## src/rtl/acc_seq_pkg.sv

```systemverilog
// Package: shared types for the accumulator sequencer.
// Holds the sub-cycle phase encoding, opcode values and the micro-operation
// control word passed from the sequencer to the datapath.
package acc_seq_pkg;

    localparam int OP_W = 4;

    localparam logic [OP_W-1:0] OPC_ADD  = 4'd0;
    localparam logic [OP_W-1:0] OPC_ISZ  = 4'd1;
    localparam logic [OP_W-1:0] OPC_BSA  = 4'd2;
    localparam logic [OP_W-1:0] OPC_HALT = 4'd3;
    localparam logic [OP_W-1:0] OPC_ION  = 4'd4;
    localparam logic [OP_W-1:0] OPC_IOF  = 4'd5;

    typedef enum logic [2:0] {
        PH_FETCH = 3'd0,
        PH_INDIR = 3'd1,
        PH_EXEC  = 3'd2,
        PH_INTR  = 3'd3,
        PH_HALT  = 3'd4
    } phase_t;

    typedef struct packed {
        logic mar_pc;     // MAR <- PC
        logic mar_ir;     // MAR <- IR address
        logic mar_save;   // MAR <- save address
        logic mbr_mem;    // MBR <- memory
        logic mbr_pc;     // MBR <- PC
        logic mbr_inc;    // MBR <- MBR + 1
        logic ir_mbr;     // IR <- MBR
        logic iradr_mbr;  // IR address <- MBR address bits
        logic pc_inc;     // PC <- PC + 1
        logic pc_ir;      // PC <- IR address
        logic pc_hdl;     // PC <- handler address
        logic pc_skipz;   // PC <- PC + 1 if MBR is zero
        logic mem_we;     // memory <- MBR
        logic r1_add;     // R1 <- R1 + MBR, flags updated
        logic ie_set;     // interrupt enable on
        logic ie_clr;     // interrupt enable off
    } uop_t;

endpackage

```

## src/rtl/acc_seq_add.sv

```systemverilog
// Module: acc_seq_add
// Adds two W-bit words and produces sign, zero, carry and signed overflow.
// Assumes two's-complement operands; purely combinational.
module acc_seq_add #(
    parameter int W = 16
) (
    input  logic [W-1:0] a,
    input  logic [W-1:0] b,
    output logic [W-1:0] sum,
    output logic [3:0]   flags   // {sign, zero, carry, overflow}
);
    logic [W:0] wide;

    // Full-width sum with carry out and flag derivation.
    always_comb begin
        wide  = {1'b0, a} + {1'b0, b};
        sum   = wide[W-1:0];
        flags = {wide[W-1],
                 (wide[W-1:0] == '0),
                 wide[W],
                 (a[W-1] == b[W-1]) && (wide[W-1] != a[W-1])};
    end
endmodule

```

## src/rtl/acc_seq_ctrl.sv

```systemverilog
// Module: acc_seq_ctrl
// Timed micro-operation sequencer. Tracks the sub-cycle (fetch, indirect,
// execute, interrupt, halted) and the step inside it, and emits one control
// word per clock. Assumes the datapath applies the word at the next edge and
// that memory read data is valid in the step that presents the address.
module acc_seq_ctrl
    import acc_seq_pkg::*;
#(
    parameter int STEP_W = 2
) (
    input  logic            clk,
    input  logic            rst_n,
    input  logic [OP_W-1:0] op,        // opcode from IR
    input  logic            mbr_ind,   // indirect bit of the word in MBR
    input  logic            irq,
    input  logic            ie,
    output phase_t          phase,
    output logic [STEP_W-1:0] step,
    output uop_t            uop
);
    phase_t            phase_q, phase_d;
    logic [STEP_W-1:0] step_q, step_d;
    logic              last;

    // Decode the current step into micro-operations and the next step.
    always_comb begin
        uop     = '0;
        phase_d = phase_q;
        step_d  = step_q + 1'b1;
        last    = 1'b0;
        case (phase_q)
            PH_FETCH: begin
                case (step_q)
                    2'd0: uop.mar_pc = 1'b1;
                    2'd1: begin
                        uop.mbr_mem = 1'b1;
                        uop.pc_inc  = 1'b1;
                    end
                    default: begin
                        uop.ir_mbr = 1'b1;
                        phase_d    = mbr_ind ? PH_INDIR : PH_EXEC;
                        step_d     = '0;
                    end
                endcase
            end
            PH_INDIR: begin
                case (step_q)
                    2'd0: uop.mar_ir  = 1'b1;
                    2'd1: uop.mbr_mem = 1'b1;
                    default: begin
                        uop.iradr_mbr = 1'b1;
                        phase_d       = PH_EXEC;
                        step_d        = '0;
                    end
                endcase
            end
            PH_EXEC: begin
                case (op)
                    OPC_ADD: begin
                        case (step_q)
                            2'd0: uop.mar_ir  = 1'b1;
                            2'd1: uop.mbr_mem = 1'b1;
                            default: begin
                                uop.r1_add = 1'b1;
                                last       = 1'b1;
                            end
                        endcase
                    end
                    OPC_ISZ: begin
                        case (step_q)
                            2'd0: uop.mar_ir  = 1'b1;
                            2'd1: uop.mbr_mem = 1'b1;
                            2'd2: uop.mbr_inc = 1'b1;
                            default: begin
                                uop.mem_we   = 1'b1;
                                uop.pc_skipz = 1'b1;
                                last         = 1'b1;
                            end
                        endcase
                    end
                    OPC_BSA: begin
                        case (step_q)
                            2'd0: begin
                                uop.mar_ir = 1'b1;
                                uop.mbr_pc = 1'b1;
                            end
                            2'd1: begin
                                uop.pc_ir  = 1'b1;
                                uop.mem_we = 1'b1;
                            end
                            default: begin
                                uop.pc_inc = 1'b1;
                                last       = 1'b1;
                            end
                        endcase
                    end
                    OPC_HALT: begin
                        phase_d = PH_HALT;
                        step_d  = '0;
                    end
                    OPC_ION: begin
                        uop.ie_set = 1'b1;
                        last       = 1'b1;
                    end
                    OPC_IOF: begin
                        uop.ie_clr = 1'b1;
                        last       = 1'b1;
                    end
                    default: last = 1'b1;
                endcase
                if (last) begin
                    phase_d = (irq && ie) ? PH_INTR : PH_FETCH;
                    step_d  = '0;
                end
            end
            PH_INTR: begin
                case (step_q)
                    2'd0: begin
                        uop.mbr_pc = 1'b1;
                        uop.ie_clr = 1'b1;
                    end
                    2'd1: begin
                        uop.mar_save = 1'b1;
                        uop.pc_hdl   = 1'b1;
                    end
                    default: begin
                        uop.mem_we = 1'b1;
                        phase_d    = PH_FETCH;
                        step_d     = '0;
                    end
                endcase
            end
            default: step_d = step_q;   // halted: hold
        endcase
    end

    // Advance the phase and step registers.
    always_ff @(posedge clk) begin
        if (!rst_n) begin
            phase_q <= PH_FETCH;
            step_q  <= '0;
        end else begin
            phase_q <= phase_d;
            step_q  <= step_d;
        end
    end

    assign phase = phase_q;
    assign step  = step_q;
endmodule

```

## src/rtl/acc_seq_dp.sv

```systemverilog
// Module: acc_seq_dp
// Register datapath: PC, MAR, MBR, IR, accumulator, flags and interrupt
// enable. Applies the control word from the sequencer at each clock edge.
// Assumes at most one source is selected per register in any step.
module acc_seq_dp
    import acc_seq_pkg::*;
#(
    parameter int              DATA_W       = 16,
    parameter int              ADDR_W       = 11,
    parameter logic [ADDR_W-1:0] RESET_PC     = 11'h010,
    parameter logic [ADDR_W-1:0] SAVE_ADDR    = 11'h000,
    parameter logic [ADDR_W-1:0] HANDLER_ADDR = 11'h001
) (
    input  logic              clk,
    input  logic              rst_n,
    input  uop_t              uop,
    input  logic [DATA_W-1:0] mem_rdata,
    input  logic [DATA_W-1:0] add_sum,
    input  logic [3:0]        add_flags,
    output logic [ADDR_W-1:0] pc,
    output logic [ADDR_W-1:0] mar,
    output logic [DATA_W-1:0] mbr,
    output logic [DATA_W-1:0] ir,
    output logic [DATA_W-1:0] r1,
    output logic [3:0]        flags,
    output logic              ie
);
    localparam int PAD_W = DATA_W - ADDR_W;

    logic mbr_zero;
    assign mbr_zero = (mbr == '0);

    // Program counter: handler load, branch target, or increment/skip.
    always_ff @(posedge clk) begin
        if (!rst_n)                              pc <= RESET_PC;
        else if (uop.pc_hdl)                     pc <= HANDLER_ADDR;
        else if (uop.pc_ir)                      pc <= ir[ADDR_W-1:0];
        else if (uop.pc_inc || (uop.pc_skipz && mbr_zero))
                                                 pc <= pc + 1'b1;
    end

    // Memory address register sources.
    always_ff @(posedge clk) begin
        if (!rst_n)              mar <= '0;
        else if (uop.mar_pc)     mar <= pc;
        else if (uop.mar_ir)     mar <= ir[ADDR_W-1:0];
        else if (uop.mar_save)   mar <= SAVE_ADDR;
    end

    // Memory buffer register: read data, saved PC, or increment.
    always_ff @(posedge clk) begin
        if (!rst_n)              mbr <= '0;
        else if (uop.mbr_mem)    mbr <= mem_rdata;
        else if (uop.mbr_pc)     mbr <= {{PAD_W{1'b0}}, pc};
        else if (uop.mbr_inc)    mbr <= mbr + 1'b1;
    end

    // Instruction register: whole word or address field replacement.
    always_ff @(posedge clk) begin
        if (!rst_n)              ir <= '0;
        else if (uop.ir_mbr)     ir <= mbr;
        else if (uop.iradr_mbr)  ir[ADDR_W-1:0] <= mbr[ADDR_W-1:0];
    end

    // Accumulator and arithmetic flags, written only by add.
    always_ff @(posedge clk) begin
        if (!rst_n) begin
            r1    <= '0;
            flags <= '0;
        end else if (uop.r1_add) begin
            r1    <= add_sum;
            flags <= add_flags;
        end
    end

    // Interrupt enable bit.
    always_ff @(posedge clk) begin
        if (!rst_n)              ie <= 1'b0;
        else if (uop.ie_clr)     ie <= 1'b0;
        else if (uop.ie_set)     ie <= 1'b1;
    end
endmodule

```

## src/rtl/acc_seq_cpu.sv

```systemverilog
// Module: acc_seq_cpu (top)
// One-address accumulator processor driven by a micro-step sequencer.
// Word layout: opcode in the top OP_W bits, indirect flag below it, address
// in the low ADDR_W bits; DATA_W must equal OP_W + 1 + ADDR_W. Assumes a
// memory whose read data is valid in the step the address is presented and
// whose write lands at the clock edge ending a step with mem_we high.
module acc_seq_cpu
    import acc_seq_pkg::*;
#(
    parameter int              DATA_W       = 16,
    parameter int              ADDR_W       = 11,
    parameter logic [ADDR_W-1:0] RESET_PC     = 11'h010,
    parameter logic [ADDR_W-1:0] SAVE_ADDR    = 11'h000,
    parameter logic [ADDR_W-1:0] HANDLER_ADDR = 11'h001
) (
    input  logic              clk,
    input  logic              rst_n,
    input  logic              irq,
    output logic [ADDR_W-1:0] mem_addr,
    output logic [DATA_W-1:0] mem_wdata,
    output logic              mem_we,
    input  logic [DATA_W-1:0] mem_rdata,
    output logic [DATA_W-1:0] acc_out,
    output logic [ADDR_W-1:0] pc_out,
    output logic [4:0]        status_out,
    output logic              halted
);
    localparam int STEP_W = 2;

    phase_t            phase_q;
    logic [STEP_W-1:0] step_q;
    uop_t              uop;
    logic [ADDR_W-1:0] pc, mar;
    logic [DATA_W-1:0] mbr, ir, r1, add_sum;
    logic [3:0]        flags, add_flags;
    logic              ie;

    acc_seq_ctrl #(.STEP_W(STEP_W)) i_ctrl (
        .clk     (clk),
        .rst_n   (rst_n),
        .op      (ir[DATA_W-1 -: OP_W]),
        .mbr_ind (mbr[ADDR_W]),
        .irq     (irq),
        .ie      (ie),
        .phase   (phase_q),
        .step    (step_q),
        .uop     (uop)
    );

    acc_seq_dp #(
        .DATA_W       (DATA_W),
        .ADDR_W       (ADDR_W),
        .RESET_PC     (RESET_PC),
        .SAVE_ADDR    (SAVE_ADDR),
        .HANDLER_ADDR (HANDLER_ADDR)
    ) i_dp (
        .clk       (clk),
        .rst_n     (rst_n),
        .uop       (uop),
        .mem_rdata (mem_rdata),
        .add_sum   (add_sum),
        .add_flags (add_flags),
        .pc        (pc),
        .mar       (mar),
        .mbr       (mbr),
        .ir        (ir),
        .r1        (r1),
        .flags     (flags),
        .ie        (ie)
    );

    acc_seq_add #(.W(DATA_W)) i_add (
        .a     (r1),
        .b     (mbr),
        .sum   (add_sum),
        .flags (add_flags)
    );

    assign mem_addr   = mar;
    assign mem_wdata  = mbr;
    assign mem_we     = uop.mem_we;
    assign acc_out    = r1;
    assign pc_out     = pc;
    assign status_out = {ie, flags};
    assign halted     = (phase_q == PH_HALT);
endmodule

```

## config.mk

```make
export PLATFORM = sky130hd
export DESIGN_NAME = acc_seq_cpu
export DESIGN_NICKNAME = d
export VERILOG_FILES = /design/src/rtl/acc_seq_pkg.sv /design/src/rtl/acc_seq_add.sv /design/src/rtl/acc_seq_ctrl.sv /design/src/rtl/acc_seq_dp.sv /design/src/rtl/acc_seq_cpu.sv
export SDC_FILE = /design/constraint.sdc
export NUM_CORES = 1
export LEC_CHECK = 0
export ABC_AREA = 0
export BUFFER_PORTS_ARGS = -buffer_cell sky130_fd_sc_hd__buf_2
export CORE_UTILIZATION = 30
export CTS_BUF_LIST = sky130_fd_sc_hd__clkbuf_4 sky130_fd_sc_hd__clkbuf_8
export CTS_CLUSTER_DIAMETER = 100
export DETAILED_ROUTE_END_ITERATION = 8
export HOLD_SLACK_MARGIN = 0.12
export PLACE_DENSITY = 0.58
export SETUP_SLACK_MARGIN = 0.02
export SLEW_MARGIN = 40
export SYNTH_ARGS = -nofsm -noshare
export SYNTH_HDL_FRONTEND = slang
export SYNTH_SLANG_ARGS = --single-unit
```

## constraint.sdc

```tcl
create_clock -name clk -period 2.98 [get_ports clk]
set_input_delay 0.149 -clock clk [delete_from_list [all_inputs] [get_ports clk]]
set_output_delay 0.149 -clock clk [all_outputs]
set_load 0.01 [all_outputs]
```

==> results.cfg <==
[sta]
final_max_slew_viol_count = 0
finalSetupViolCount = 0
worst_pin_slew_ps = 707.8
max_freq_ghz = 0.3835
finalHoldViolations = 0
skew_ps = 10.44
rsz0062_at_grt = false
period_minus_slack_ps = 2607
worst_hold_slack_ps = 130.3
post-route-period-util = 0.8750
maxSlewHeadroom = 0.5245
tns_ps = 0

[critical_path]
path_common_cell = nand3_1
cp.buffers_inverters = 2
cp_top_family = simple AND/OR/NAND/NOR gates
cpPeakStageDelay_ps = 550
end_kind = output port
path_max_fanout = 17
critPathLaunchType = flop
cp.arrival_ps = 2460
crit_chain = inv_1, nor3_1, nand3_1, nand3_1, buf_2
slowest_stage = dfxtp_1
crit_required_ps = 2830
crit_type = flop to output port
r2r_setup_slack_ps = 420

[drt]
drc = 0
wl_um = 15800
ant_nets = 0
vias = 5126
dr.pass1.iters = 5
wl_per_cell_um = 16.68
routed_via_density = 5.413
drt_iter0_drc = 398

[power]
p_leak_nw = 2.383
pwr_density_cell_nw_per_um2 = 797.1
power_w = 0.004687
irDropWorstVdd_mv = 0.2964

[finish]
drive_gt1_frac = 0.1819
fill_cells = 1730
seq_area_sq_um = 1562
multi_input_area_sq_um = 3153
final_cells = 947
num-nets-final = 769
area_delta_synth_final_pct = 17.76
antennaDiodeCount = 0

[logic_synthesis]
syn_inst = 657
syn-cell-area_sq_um = 4994
seq_area_frac_synth = 0.3127
synth_warnings = 0
ys_top_cells_by_count = nand2_1, dfxtp_1, nor2_1
netlist.area_leader.share = 0.3127
ys.flop_type = dfxtp_1
ys_top_cells_by_area = dfxtp_1, nand2_1, a21oi_1
synth_most_common_cell = nand2_1
async_flop_share = 0
syn_nets = 700
yosysTopAreaCell = dfxtp_1
syn_area_per_cell_sq_um = 7.601
synth_enable_flop_cells = 0
synth_cell_types = 70
ys_seq_elements = 78

[clocking]
cts_setup_buffers = 0
clkTransAtPathRegs_ps = 80
cts_resized = 0
cts_sinks = 78
cts-htree-levels = 3
clock_path_buffers = 2
cts_tree = built
clock_latency_ps = 380
root_buffer = clkbuf_8
numCtsBuffers = 9

[floorplanning]
die-height_um = 131.0
start_util = 0.3110
die_w_um = 131.0
row_count = 46
coreArea_sq_um = 16060
die_area_sq_um = 17160
boundaryPins = 80

[global_route]
grt_pass1_wl_um = 24830
grt_overflow = 0
grt_max_degree = 47
grt_pass1_vias = 4702
grt_use_total = 0.1892
antenna_found_initial = 0

[placement]
dp.cells = 922
port_buffers = 79
gp_congestion = 0.8990
dp_hpwl_um = 11590

[worst_hold_path]
hold_class = primary input to flop

[status]
status = complete, no violations

[job]
drv_cap = 0
-- power breakdown --
part	leakage, nW	switching (W)	total [W]	internal (W)
Combinational	1.65	0.00150	0.00239	0.000893
Sequential	0.632	0.000241	0.00146	0.00122
Clock	0.0968	0.000424	0.000831	0.000407
Total	2.38	0.00216	0.00469	0.00252
-- final timing paths --
kind | start | to | depth (start not counted)
worst max-delay path | i_ctrl.phase[1] | mem_we | 5
worst max register to register | i_dp.r1[0] | i_dp.flags[2] | 10
worst min register to register | i_dp.flags[0] | i_dp.flags[0] | 2
worst min-delay path | mem_rdata[10] | i_dp.mbr[10] | 3
-- through the flow --
| step | utilization | cell area [sq um] | setup WS (ps) |
|---|---|---|---|
| finish | 0.3662 | 5881 | 372.6 |
| detailed placement | 0.3483 | 5593 | 444.2 |
| global route | 0.3662 | 5881 | 107.4 |
| floorplan | - | 4994 | 534.5 |
| global placement | 0.3481 | 5590 | 572.7 |
| CTS | 0.3662 | 5881 | 384.3 |
-- state kept, by name, indices dropped and copies added, names as in the netlist --
register	cells
i_dp.mar	11
i_dp.ie	1
i_dp.pc	11
i_ctrl.phase	3
i_dp.mbr	16
i_ctrl.step	2
i_dp.flags	4
i_dp.ir	15
i_dp.r1	15
-- worst register-to-register path, cell delays in order, from the launching register on --
cell and delay, ps:
dfxtp_1 370, ha_1 210, inv_1 60, fa_1 390, nand2b_1 200, a21boi_1 310
o211ai_1 210, a31oi_1 240, xnor2_1 170, a21bo_2 240, o21ai_1 100
-- final cells by class --
| class | instances | area share |
|---|---|---|
| multi-input cells | 514 | 0.5362 |
| flip-flops and latches | 78 | 0.2655 |
| repair buffers | 109 | 0.1094 |
| inverters | 14 | 0.009362 |
| well taps | 216 | 0.04596 |
| clock buffers | 11 | 0.02362 |
| clock inverters | 5 | 0.01000 |
-- layer usage --
| layer | GRT usage | part of all wire | vias to the layer above |
|---|---|---|---|
| met5 | 0 | 0 | - |
| met4 | 0.05139 | 0.015 | 0 |
| met3 | 0.04805 | 0.060 | 24 |
| met2 | 0.2954 | 0.45 | 149 |
| met1 | 0.2572 | 0.48 | 2415 |
| li1 | - | - | 2538 |
-- placed cells by master, fill, tap and decap left out, types with 4 or more instances in the layout --
cell,count
ha_1,23
xnor2_1,8
a22oi_1,4
and3_1,7
a21o_1,4
nand4_1,9
a222oi_1,11
o21a_1,8
a211oi_1,22
buf_4,21
nor2_1,75
nor3_1,14
nand2b_1,4
nand2_1,85
o211ai_1,4
nor4_1,7
mux2i_1,6
nand3_1,27
a21oi_1,59
dlygate4sd3_1,9
xor2_1,13
clkbuf_8,9
dfxtp_1,78
buf_2,79
o21ai_1,16
o211a_1,6
o31ai_1,6
o21ai_0,25
inv_1,12
nor2b_1,8
-- cells by family after synthesis --
group                    count (synthesis)  synth area share
flip-flops                              78            0.3127
buffers and inverters                   65           0.05587
AO/OA/AOI/OAI                          202            0.2716
AND/OR/NAND/NOR                        261            0.2493
multiplexers                             6           0.01203
adder cells (fa/ha/maj)                 24           0.06164
XOR/XNOR                                21           0.03683
-- what timing repair did --
action / in CTS / in global routing
endpoints found under the hold margin: 10 / 0
hold buffers: 9 / 0
endpoints found under the setup margin: 0 / 0
Power figures use the tool's default switching activity.
